===== src/rtl/fdc_seq_pkg.sv =====
package fdc_seq_pkg;

  localparam int RES_MAX = 7;
  localparam int RPW     = $clog2(RES_MAX + 1);

  typedef enum logic [2:0] {
    PH_IDLE, PH_CMD, PH_DISP, PH_XOUT, PH_XIN, PH_RES
  } phase_t;

  typedef enum logic [1:0] {IK_NONE, IK_RES, IK_SEEK} ikind_t;

  typedef enum logic [3:0] {
    CL_BAD, CL_RDX, CL_WRX, CL_SCAN, CL_RDID, CL_SDRV,
    CL_SPEC, CL_SEEK, CL_RECAL, CL_SINT
  } cls_t;

  function automatic logic [7:0] msr_code(phase_t p);
    case (p)
      PH_CMD:  return 8'h90;
      PH_DISP: return 8'h10;
      PH_XOUT: return 8'hF0;
      PH_XIN:  return 8'hB0;
      PH_RES:  return 8'hD0;
      default: return 8'h80;
    endcase
  endfunction

endpackage


===== src/rtl/fdc_opc_decode.sv =====
module fdc_opc_decode
  import fdc_seq_pkg::*;
(
  input  logic [4:0] op,
  output logic [3:0] len,
  output cls_t       cls
);
  always_comb begin
    len = 4'd1;
    cls = CL_BAD;
    case (op)
      5'd2, 5'd6, 5'd12:   begin len = 4'd9; cls = CL_RDX;  end
      5'd5, 5'd9:          begin len = 4'd9; cls = CL_WRX;  end
      5'd17, 5'd25, 5'd30: begin len = 4'd9; cls = CL_SCAN; end
      5'd13:               begin len = 4'd6; cls = CL_WRX;  end
      5'd3:                begin len = 4'd3; cls = CL_SPEC; end
      5'd15:               begin len = 4'd3; cls = CL_SEEK; end
      5'd4:                begin len = 4'd2; cls = CL_SDRV; end
      5'd7:                begin len = 4'd2; cls = CL_RECAL; end
      5'd10:               begin len = 4'd2; cls = CL_RDID; end
      5'd8:                begin len = 4'd1; cls = CL_SINT; end
      default:             begin len = 4'd1; cls = CL_BAD;  end
    endcase
  end
endmodule


===== src/rtl/fdc_irq_timer.sv =====
module fdc_irq_timer
  import fdc_seq_pkg::*;
#(
  parameter int IRQ_DELAY = 6
) (
  input  logic clk,
  input  logic rst,
  input  logic start,
  input  logic start_seek,
  input  logic soft_clr,
  input  logic clr_all,
  output logic irq,
  output logic seek_pend
);
  localparam int CW = $clog2(IRQ_DELAY + 1);

  logic [CW-1:0] cnt;
  ikind_t        kind;

  always_ff @(posedge clk) begin
    if (rst) begin
      cnt <= '0; irq <= 1'b0; kind <= IK_NONE;
    end else if (clr_all) begin
      cnt <= '0; irq <= 1'b0; kind <= IK_NONE;
    end else if (start) begin
      cnt  <= CW'(IRQ_DELAY);
      irq  <= 1'b0;
      kind <= start_seek ? IK_SEEK : IK_RES;
    end else if (soft_clr && kind != IK_SEEK) begin
      cnt <= '0; irq <= 1'b0; kind <= IK_NONE;
    end else if (cnt != '0) begin
      cnt <= cnt - CW'(1);
      if (cnt == CW'(1)) irq <= 1'b1;
    end
  end

  assign seek_pend = (kind == IK_SEEK);


  irq_rise_chk: assert property (@(posedge clk) disable iff (rst)
    $rose(irq) |-> ($past(cnt) == CW'(1)));

  seek_keep_chk: assert property (@(posedge clk) disable iff (rst)
    (kind == IK_SEEK && soft_clr && !clr_all && !start) |=> (kind == IK_SEEK));

  ack_drop_chk: assert property (@(posedge clk) disable iff (rst)
    clr_all |=> (!irq && kind == IK_NONE));
endmodule


===== src/rtl/fdc_result_buf.sv =====
module fdc_result_buf
  import fdc_seq_pkg::*;
(
  input  logic                     clk,
  input  logic                     rst,
  input  logic                     load,
  input  logic [RPW-1:0]           len,
  input  logic [RES_MAX-1:0][7:0]  data,
  input  logic                     pop,
  output logic [7:0]               byte_o,
  output logic                     last
);
  logic [7:0]     mem [RES_MAX];
  logic [RPW-1:0] len_q, rptr;

  always_ff @(posedge clk) begin
    if (load) begin
      for (int i = 0; i < RES_MAX; i++) mem[i] <= data[i];
    end
  end

  always_ff @(posedge clk) begin
    if (rst) begin
      len_q <= '0; rptr <= '0;
    end else if (load) begin
      len_q <= len; rptr <= '0;
    end else if (pop && len_q != '0) begin
      if (last) begin
        len_q <= '0; rptr <= '0;
      end else begin
        rptr <= rptr + RPW'(1);
      end
    end
  end

  assign last   = (len_q != '0) && (rptr == len_q - RPW'(1));
  assign byte_o = mem[rptr];


  rptr_range_chk: assert property (@(posedge clk) disable iff (rst)
    (len_q != '0) |-> (rptr < len_q));
endmodule


===== src/rtl/fdc_seq.sv =====
module fdc_seq
  import fdc_seq_pkg::*;
#(
  parameter int EXEC_LEN  = 4,
  parameter int IRQ_DELAY = 6
) (
  input  logic       clk,
  input  logic       rst,
  input  logic       rd_stb,
  input  logic       wr_stb,
  input  logic [7:0] wr_data,
  input  logic       tc,
  input  logic       drv_ready,
  output logic [7:0] msr,
  output logic [7:0] rd_data,
  output logic       irq
);
  localparam int XW   = $clog2(EXEC_LEN + 1);
  localparam int CHRN = 4;

  phase_t          phase, phase_n;
  logic [4:0]      op_q, op_sel;
  logic [2:0]      ds_q;
  logic [7:0]      chrn [CHRN];
  logic [3:0]      cpos, need, len_dec;
  logic [1:0]      cidx;
  cls_t            cls;
  logic [7:0]      st0, st1, st2, cyl, st0_n, st1_n, st2_n, cyl_n;
  logic [XW-1:0]   xcnt, xcnt_n, xidx;
  logic            rb_load, rb_full, rb_last, nr;
  logic [RPW-1:0]  rb_len;
  logic [RES_MAX-1:0][7:0] rb_data;
  logic [7:0]      rb_byte;
  logic            irq_start, irq_seek, irq_clr, seek_pend;

  assign op_sel = (phase == PH_IDLE) ? wr_data[4:0] : op_q;
  assign nr     = !drv_ready;
  assign cidx   = 2'(cpos - 4'd2);
  assign xidx   = XW'(EXEC_LEN) - xcnt;

  fdc_opc_decode u_dec (.op(op_sel), .len(len_dec), .cls(cls));

  // command byte capture
  always_ff @(posedge clk) begin
    if (rst) begin
      op_q <= '0; ds_q <= '0; cpos <= '0; need <= '0;
      for (int i = 0; i < CHRN; i++) chrn[i] <= '0;
    end else if (wr_stb && phase == PH_IDLE) begin
      op_q <= wr_data[4:0];
      cpos <= 4'd1;
      need <= len_dec - 4'd1;
    end else if (wr_stb && phase == PH_CMD) begin
      cpos <= cpos + 4'd1;
      need <= need - 4'd1;
      if (cpos == 4'd1) ds_q <= wr_data[2:0];
      if (cpos >= 4'd2 && cpos <= 4'd5) chrn[cidx] <= wr_data;
    end
  end

  // next-state: phases, status bytes, result loading
  always_comb begin
    phase_n = phase; st0_n = st0; st1_n = st1; st2_n = st2; cyl_n = cyl;
    xcnt_n = xcnt; rb_load = 1'b0; rb_full = 1'b0; rb_len = RPW'(RES_MAX);
    rb_data = '0; irq_start = 1'b0; irq_seek = 1'b0; irq_clr = 1'b0;
    case (phase)
      PH_IDLE: if (wr_stb) phase_n = (len_dec == 4'd1) ? PH_DISP : PH_CMD;
      PH_CMD:  if (wr_stb && need == 4'd1) phase_n = PH_DISP;
      PH_DISP: begin
        case (cls)
          CL_RDX, CL_WRX, CL_SCAN, CL_RDID: begin
            st0_n = (nr ? 8'h48 : 8'h00) | {5'd0, ds_q};
            st1_n = 8'h00;
            st2_n = (cls == CL_SCAN && !nr) ? 8'h08 : 8'h00;
            if (nr || cls == CL_RDID) begin
              phase_n = PH_RES; rb_load = 1'b1; rb_full = 1'b1; irq_start = 1'b1;
            end else begin
              phase_n = (cls == CL_RDX) ? PH_XOUT : PH_XIN;
              xcnt_n  = XW'(EXEC_LEN);
            end
          end
          CL_SDRV: begin
            st0_n = {st0[7:3], ds_q};
            phase_n = PH_RES; rb_load = 1'b1; rb_len = RPW'(1);
            rb_data[0] = {2'b00, drv_ready, 2'b00, ds_q};
          end
          CL_SPEC: phase_n = PH_IDLE;
          CL_SEEK, CL_RECAL: begin
            st0_n = 8'h20 | (nr ? 8'h48 : 8'h00) | {5'd0, ds_q};
            st1_n = 8'h00;
            if (!nr) cyl_n = (cls == CL_SEEK) ? chrn[0] : 8'h00;
            phase_n = PH_IDLE; irq_start = 1'b1; irq_seek = 1'b1;
          end
          CL_SINT: begin
            phase_n = PH_RES; rb_load = 1'b1; irq_clr = 1'b1;
            if (seek_pend) begin
              rb_len = RPW'(2); rb_data[0] = st0; rb_data[1] = cyl;
            end else begin
              st0_n = 8'h80; rb_len = RPW'(1); rb_data[0] = 8'h80;
            end
          end
          default: begin
            st0_n = {2'b10, st0[5:0]};
            phase_n = PH_RES; rb_load = 1'b1; rb_len = RPW'(1);
            rb_data[0] = {2'b10, st0[5:0]};
          end
        endcase
      end
      PH_XOUT, PH_XIN: begin
        if (tc) begin
          phase_n = PH_RES; rb_load = 1'b1; rb_full = 1'b1; irq_start = 1'b1;
        end else if ((phase == PH_XOUT) ? rd_stb : wr_stb) begin
          xcnt_n = xcnt - XW'(1);
          if (xcnt == XW'(1)) begin
            phase_n = PH_RES; rb_load = 1'b1; rb_full = 1'b1; irq_start = 1'b1;
          end
        end
      end
      PH_RES:  if (rd_stb && rb_last) phase_n = PH_IDLE;
      default: phase_n = PH_IDLE;
    endcase
    if (rb_full) rb_data = {chrn[3], chrn[2], chrn[1], chrn[0], st2_n, st1_n, st0_n};
  end

  always_ff @(posedge clk) begin
    if (rst) begin
      phase <= PH_IDLE; msr <= 8'h80; xcnt <= '0;
      st0 <= '0; st1 <= '0; st2 <= '0; cyl <= '0;
    end else begin
      phase <= phase_n; msr <= msr_code(phase_n); xcnt <= xcnt_n;
      st0 <= st0_n; st1 <= st1_n; st2 <= st2_n; cyl <= cyl_n;
    end
  end

  fdc_result_buf u_res (
    .clk(clk), .rst(rst), .load(rb_load), .len(rb_len), .data(rb_data),
    .pop(rd_stb && phase == PH_RES), .byte_o(rb_byte), .last(rb_last)
  );

  fdc_irq_timer #(.IRQ_DELAY(IRQ_DELAY)) u_irq (
    .clk(clk), .rst(rst), .start(irq_start), .start_seek(irq_seek),
    .soft_clr(rd_stb || wr_stb), .clr_all(irq_clr), .irq(irq), .seek_pend(seek_pend)
  );

  assign rd_data = (phase == PH_RES)  ? rb_byte :
                   (phase == PH_XOUT) ? chrn[2] + 8'(xidx) : 8'h00;


  res_done_chk: assert property (@(posedge clk) disable iff (rst)
    (phase == PH_RES && rd_stb && rb_last) |=> (msr == 8'h80));

  tc_stop_chk: assert property (@(posedge clk) disable iff (rst)
    ((phase == PH_XOUT || phase == PH_XIN) && tc) |=> (msr == 8'hD0));

  xfer_live_chk: assert property (@(posedge clk) disable iff (rst)
    (phase == PH_XOUT || phase == PH_XIN) |-> (xcnt != '0));

  busy_set_chk: assert property (@(posedge clk) disable iff (rst)
    (phase == PH_IDLE && wr_stb) |=> msr[4]);
endmodule


===== config.mk =====
export PLATFORM = sky130hd
export DESIGN_NAME = fdc_seq
export DESIGN_NICKNAME = d
export VERILOG_FILES = /design/src/rtl/fdc_seq_pkg.sv /design/src/rtl/fdc_opc_decode.sv /design/src/rtl/fdc_irq_timer.sv /design/src/rtl/fdc_result_buf.sv /design/src/rtl/fdc_seq.sv
export SDC_FILE = /design/constraint.sdc
export NUM_CORES = 1
export LEC_CHECK = 0
export CORE_MARGIN = 1
export CORE_UTILIZATION = 46
export CTS_BUF_LIST = sky130_fd_sc_hd__clkbuf_4
export DETAILED_ROUTE_END_ITERATION = 8
export GPL_TIMING_DRIVEN = 0
export PLACE_DENSITY = 0.65
export SLEW_MARGIN = 15
export SYNTH_ARGS = -nofsm -noshare
export SYNTH_HDL_FRONTEND = slang
export SYNTH_SLANG_ARGS = --single-unit

===== constraint.sdc =====
create_clock -name clk -period 4.3 [get_ports clk]
set_clock_uncertainty 0.05 [all_clocks]
set_input_delay 0.43 -clock clk [delete_from_list [all_inputs] [get_ports clk]]
set_output_delay 0.43 -clock clk [all_outputs]
set_load 0.1 [all_outputs]

After elaboration in Yosys (flattened, before gate mapping)
Memory sizes are Yosys's and may differ from the RTL's. A register that Yosys moved wholly into a read port is not among the register bits.
Index checks and enable logic that the tools add are counted.
W data, S select, Z words.
- bits in registers: 74
- bits in latches: 0
- bits in writable memories: 88
- memory bits (read-only): 256
- word-level logic and storage cells: 186
- input bits: 14
- memories: 3
- shift operators: 0
- eq/ne operators: 31
- muxes and demuxes: 81
- reduce and logical (&&, ||, !) cells: 38
- magnitude comparators: 2
- div/mod/pow operators: 0
- $mul: 0
- bitwise operators: 3
- add/sub/neg operators: 10
- memories (name ; depth ; width ; rd ports ; clocked after Yosys merged registers in ; wr ports ; line ; text):
    (no name shown) ; 32 ; 8 ; 1 ; 0 ; 0 ; fdc_opc_decode.sv:11 ; case (op)
    u_res.mem ; 7 ; 8 ; 1 ; 1 ; 7 ; fdc_result_buf.sv:13 ; logic [7:0] mem [RES_MAX];
    chrn ; 4 ; 8 ; 4 ; 0 ; 4 ; fdc_seq.sv:24 ; logic [7:0] chrn [CHRN];
- operators by type and width (cell ; count):
    $mux W8 ; 12
    $pmux W8 S5 ; 2
    $mux W3 ; 22
    $mux W56 ; 1
    $pmux W8 S3 ; 1
    $mux W1 ; 22
    $pmux W3 S2 ; 3
    $eq A4 B1 Y1 const B ; 4
    $eq A4 B3 Y1 const B ; 4
    $mux W16 ; 1
    $pmux W3 S5 ; 1
    $eq A3 B1 Y1 const B ; 4
    $eq A3 B2 Y1 const B ; 4
    $eq A3 B3 Y1 const B ; 4
    $mux W2 ; 6
    $mux W4 ; 3
    $logic_and A1 B1 Y1 ; 10
    $pmux W1 S2 ; 5
    $reduce_bool A2 Y1 ; 5
    $reduce_or A2 Y1 ; 5
    $reduce_bool A3 Y1 ; 3
    $sub A3 B1 Y3 const B ; 3
    $add A8 B3 Y8 ; 1
    $eq A4 B2 Y1 const B ; 2
    28 further kinds ; 37

Depth between registers and ports, before layout
An unclocked memory read counts as a cell.
- depth in word-level cells: 10
- gate-level depth with buffers: 18
- gate-level depth less buffers: 14

Hierarchy
Synthesis repeated with hierarchy kept, for this count alone.
- cells, all modules: 763
- area, all modules: 8171.6 µm²
- by module, submodules not included (module ; cells an instance ; area each (µm²) ; instances):
    fdc_seq ; 544 ; 5013.6 ; 1
    fdc_result_buf ; 144 ; 2544.9 ; 1
    fdc_opc_decode ; 46 ; 350.3 ; 1
    fdc_irq_timer ; 29 ; 262.8 ; 1

Least setup slack after synthesis
Ideal clock, no wire load.
- path type: reg-to-reg
- start point: register phase[2]
- end point: memory u_res.mem[0][0], enable pin
- cell stages (with the launch flop): 17
- path slack: 0.109 ns
- library setup time: 0.387 ns
- data required time: 3.863 ns
- data arrival time: 3.754 ns
- cell sequence: dfxtp_1 buf_2 nor3_4 buf_2 nand2_1 nand2_1 inv_1 ha_1 clkbuf_1 o311a_1 o21ai_0 nand2_1 or2_2 o311ai_1 buf_2 nor2_2 inv_2
- RTL lines (element ; line ; text):
    start: declaration ; fdc_seq.sv:21 ; phase_t phase, phase_n;
    start signal: assignment ; fdc_seq.sv:129 ; phase <= phase_n; msr <= msr_code(phase_n); xcnt <= xcnt_n;
    end: declaration ; fdc_result_buf.sv:13 ;

Worst setup path in the final report
- start point: register phase[0]
- end point: register u_res.rptr[0]
- longest elaborated chain between the ends: 9
- ends and longest elaborated chain (element ; line ; text):
    $logic_not A3 Y1 ; fdc_seq.sv:36 ; assign op_sel = (phase == PH_IDLE) ? wr_data[4:0] : op_q;
    $mux W5 ; fdc_seq.sv:36 ;
    $mem_v2 Z32 W8 ; - ;
    $eq A4 B3 Y1 ; fdc_seq.sv:69, fdc_seq.sv:74 ;
    $logic_or A1 B1 Y1 ; fdc_seq.sv:74 ; if (nr || cls == CL_RDID) begin
    $mux W1 ; fdc_seq.sv:74 ;
    $pmux W1 S2 ; fdc_seq.sv:69 ; case (cls)
    $pmux W1 S2 ; fdc_seq.sv:65 ; case (phase)
    $reduce_or A2 Y1 (no source line) ; - ;
    end signal: assignment ; fdc_result_buf.sv:31 ; rptr <= rptr + RPW'(1);
    end: declaration ; fdc_result_buf.sv:14 ; logic [RPW-1:0] len_q, rptr;
Several ways; a longest one is shown, not always the timed one.
A chain may end at the register's enable or synchronous reset.

==> flow_summary.ini <==
[outcome]
status = completed

[finish]
drive_gt1_share_pct = 12.6
fin_nets = 882
final_cells = 1083
syn_to_final_growth_pct = 11.4

[worst_setup_path]
r2r-start = phase[0]$_SDFF_PP0_
cpPeakStageDelay_ns = 0.51
crit_required_ns = 4.73
crit_chain = clkbuf_4 -> nor3_4 -> clkbuf_4 -> nand2_1 -> nand2_1 -> ha_2 -> inv_1 -> o311a_1 -> or4_1 -> and2_1 -> a32oi_2 -> nor2_2 -> nor2_4 -> inv_6 -> nor3_1
worstSetupPathType = register to register
rr_endpoint = u_res.rptr[0]$_SDFFE_PP0P_
r2r_slack_ns = 0.22
crit_path_end_kind = register
reg2regPathDepth = 15
cp.arrival_ns = 4.51
slowest_stage = or4_1
start_kind = register
cp_max_fo = 29

[sta]
drv_slew = 0
slew_headroom_pct = 30.8
period_minus_slack_ns = 4.08
fmax_ghz = 0.245
hold_violations = 0
holdWs_ns = 0.420
setup_viol = 0
final.setup.tns_ns = 0
tightestPinTransition_ns = 1.02
fin_crit_sh_pct = 94.9

[global_route]
use_met1_pct = 33.3
grt_use_total_pct = 24.1
busiest_layer = met2
grt_pass1_wl_mm = 32.8
grtUsageMet3_pct = 4.59
globalRouteMet2Util_pct = 38.3
grt_max_degree = 31
overflow = 0
antenna_found_initial = 1
grt_pass1_vias = 5915

[floorplan]
die_w_um = 136
row_count = 48
ios = 31
core_um2 = 17400
die_area_um2 = 18500
die_h_um = 136
start_util_pct = 47.5

[clock_tree]
clk_pin_slew_ns = 0.14
clockBufferDepth = 2
h-tree-depth = 4
numCtsBuffers = 17
hold_buffers = 0
clock-sinks = 161
cts_tree = built
root_buffer = clkbuf_4
insertion_delay_ns = 0.58

[min_path]
min_from = st2[7]$_SDFF_PP0_
hold_path_end = st2[7]$_SDFF_PP0_
min_path_type = register to register
hold_path_depth = 1

[drt]
post_drt_wl_per_cell_um = 19.7
vias = 6222
firstDrtPassIters = 6
ant_nets = 0
viasPerCell = 5.75
remaining_drc_errors = 0
postRouteWirelength_mm = 21.4
drt_iter0_drc = 567

[synthesis]
avgSynthCellArea_um2 = 10.4
postSynthCellCount = 794
synth-async-reset-ratio_pct = 0
synth_edf_count = 88
synth-main-ff-cell = edfxtp_1
synthDistinctLibCells = 83
ys_seq_elements = 161
synth-warning-count = 0
ys_seq_area_share_pct = 49.6
synth_area_um2 = 8270

[placed_design]
dp.cells = 1046
place_hpwl_mm = 16.0
numPortBuffers = 24
gp_congestion = 0.907

[power]
power.density_nw_per_um2 = 658
vdd_ir_drop_max_mv = 0.319
p_leak_nw = 3.48

[job]
drv_cap = 0
[what timing repair did]
action / 4_1_cts / 5_1_grt
buffers inserted: 1 / 2
gates resized for setup: 13 / 22
gates cloned: 1 / 0
endpoints found under the setup margin: 126 / 121
pin swaps: 1 / 0
[stage by stage]
stage          setup WS (ns)  utilization [%]  total power (W)  cell area, um^2
6_report               0.217             52.9          0.00607             9220
2_1_floorplan          0.109                -          0.00429             8280
4_1_cts               0.0294             52.4          0.00598             9120
3_3_place_gp          -0.974             50.6          0.00499             8800
5_1_grt             -0.00325             52.9          0.00641             9220
3_5_place_dp           -1.02             50.6          0.00504             8800
[critical path, delay by kind of cell, from the launching register on]
kind,cells,cell delay [ns]
fa+ha+maj,1,0.26
simple gates,8,1.83
flops,1,0.37
buf+inv,4,0.73
compound gates,2,0.71
[power breakdown]
group	switching, W	total [W]	internal (W)
combinational	0.00193	0.00300	0.00108
clock	0.000598	0.000853	0.000255
sequential	0.000161	0.00221	0.00205
total	0.00269	0.00607	0.00338
[cells in the final DEF, fill, tap and decap left out, drive strengths merged, types with 12 or more instances in the layout]
cell type      instances
edfxtp                88
nand2b                19
and3                  12
a21oi                 35
buf                   17
clkdlybuf4s50         16
and2                  54
inv                   44
xor2                  12
ha                    23
o21ai                 27
dfxtp                 73
nand2                 80
nor3                  16
clkbuf                51
mux2i                 41
nor2                  65
[cells in the mapped netlist (8+ instances only)]
cell type	count	area share, %
nand3_1	9	0.54
nor3_1	13	0.79
nor2_1	64	2.9
mux2i_1	41	5.0
and2_1	52	3.9
dfxtp_1	73	18
a21o_1	8	0.73
mux4_2	8	2.2
o21ai_0	25	1.5
nand2b_1	19	1.4
inv_1	34	1.5
xnor2_1	8	0.85
clkbuf_1	30	1.4
a22o_1	8	0.85
and3_1	12	0.91
ha_1	23	3.5
edfxtp_1	88	32
buf_2	8	0.48
o22ai_1	9	0.68
a21oi_1	33	2.0
nand2_1	79	3.6
xor2_1	12	1.3
[routing by layer]
metal | vias to the layer above | wire [um]
met3 | 32 | 1040
met4 | 0 | 337
li1 | 2963 | -
met1 | 3058 | 10000
met5 | - | 0
met2 | 169 | 9960
[state kept, by name, summed over array words and instances, names as in the netlist, 4 cells and up, named ones only]
name / flops
cyl: 8
chrn: 32
u_res.mem: 56
msr: 4
op_q: 5
st0: 8
st2: 8
need: 4
st1: 8
cpos: 4
[area by class of cell]
| class | instances | area [um^2] |
|---|---|---|
| well taps | 225 | 282 |
| repair buffers | 27 | 275 |
| clock buffers | 17 | 128 |
| clock inverters | 15 | 139 |
| diodes | 1 | 2.50 |
| multi-input cells | 553 | 3870 |
| plain buffers | 48 | 249 |
| inverters | 35 | 158 |
| fillers | 1578 | 8200 |
| flip-flops and latches | 161 | 4110 |
| repair inverters | 1 | 8.76 |
[how the worst max path moves through the flow]
stage / startpoint / to / slack (ns)
after floorplan: phase[2]$_SDFF_PP0_ / u_res.mem[0][0]$_DFFE_PP_ / 0.11
after global placement: phase[2]$_SDFF_PP0_ / u_res.mem[5][3]$_SDFFCE_PN0P_ / -0.97
after detailed placement: phase[2]$_SDFF_PP0_ / u_res.mem[5][7]$_SDFFCE_PN0P_ / -1.02
after CTS: phase[0]$_SDFF_PP0_ / u_res.mem[4][4]$_SDFFCE_PN0P_ / 0.03
after global routing: phase[0]$_SDFF_PP0_ / u_res.mem[4][4]$_SDFFCE_PN0P_ / -0.003
final: phase[0]$_SDFF_PP0_ / u_res.rptr[0]$_SDFFE_PP0P_ / 0.22
[kinds of logic (layout without fill, tap and decap cells)]
| family | count (synthesis) | after routing | synth area share, % |
|---|---|---|---|
| fa+ha+maj | 24 | 24 | 3.72 |
| compound gates | 152 | 152 | 13.3 |
| buf+inv | 83 | 143 | 4.39 |
| xor+xnor | 20 | 20 | 2.12 |
| flops | 161 | 161 | 49.6 |
| mux | 57 | 57 | 8.27 |
| other cells | 1 | 5 | 0.0453 |
| simple gates | 296 | 296 | 18.5 |
Power figures use the tool's default switching activity.
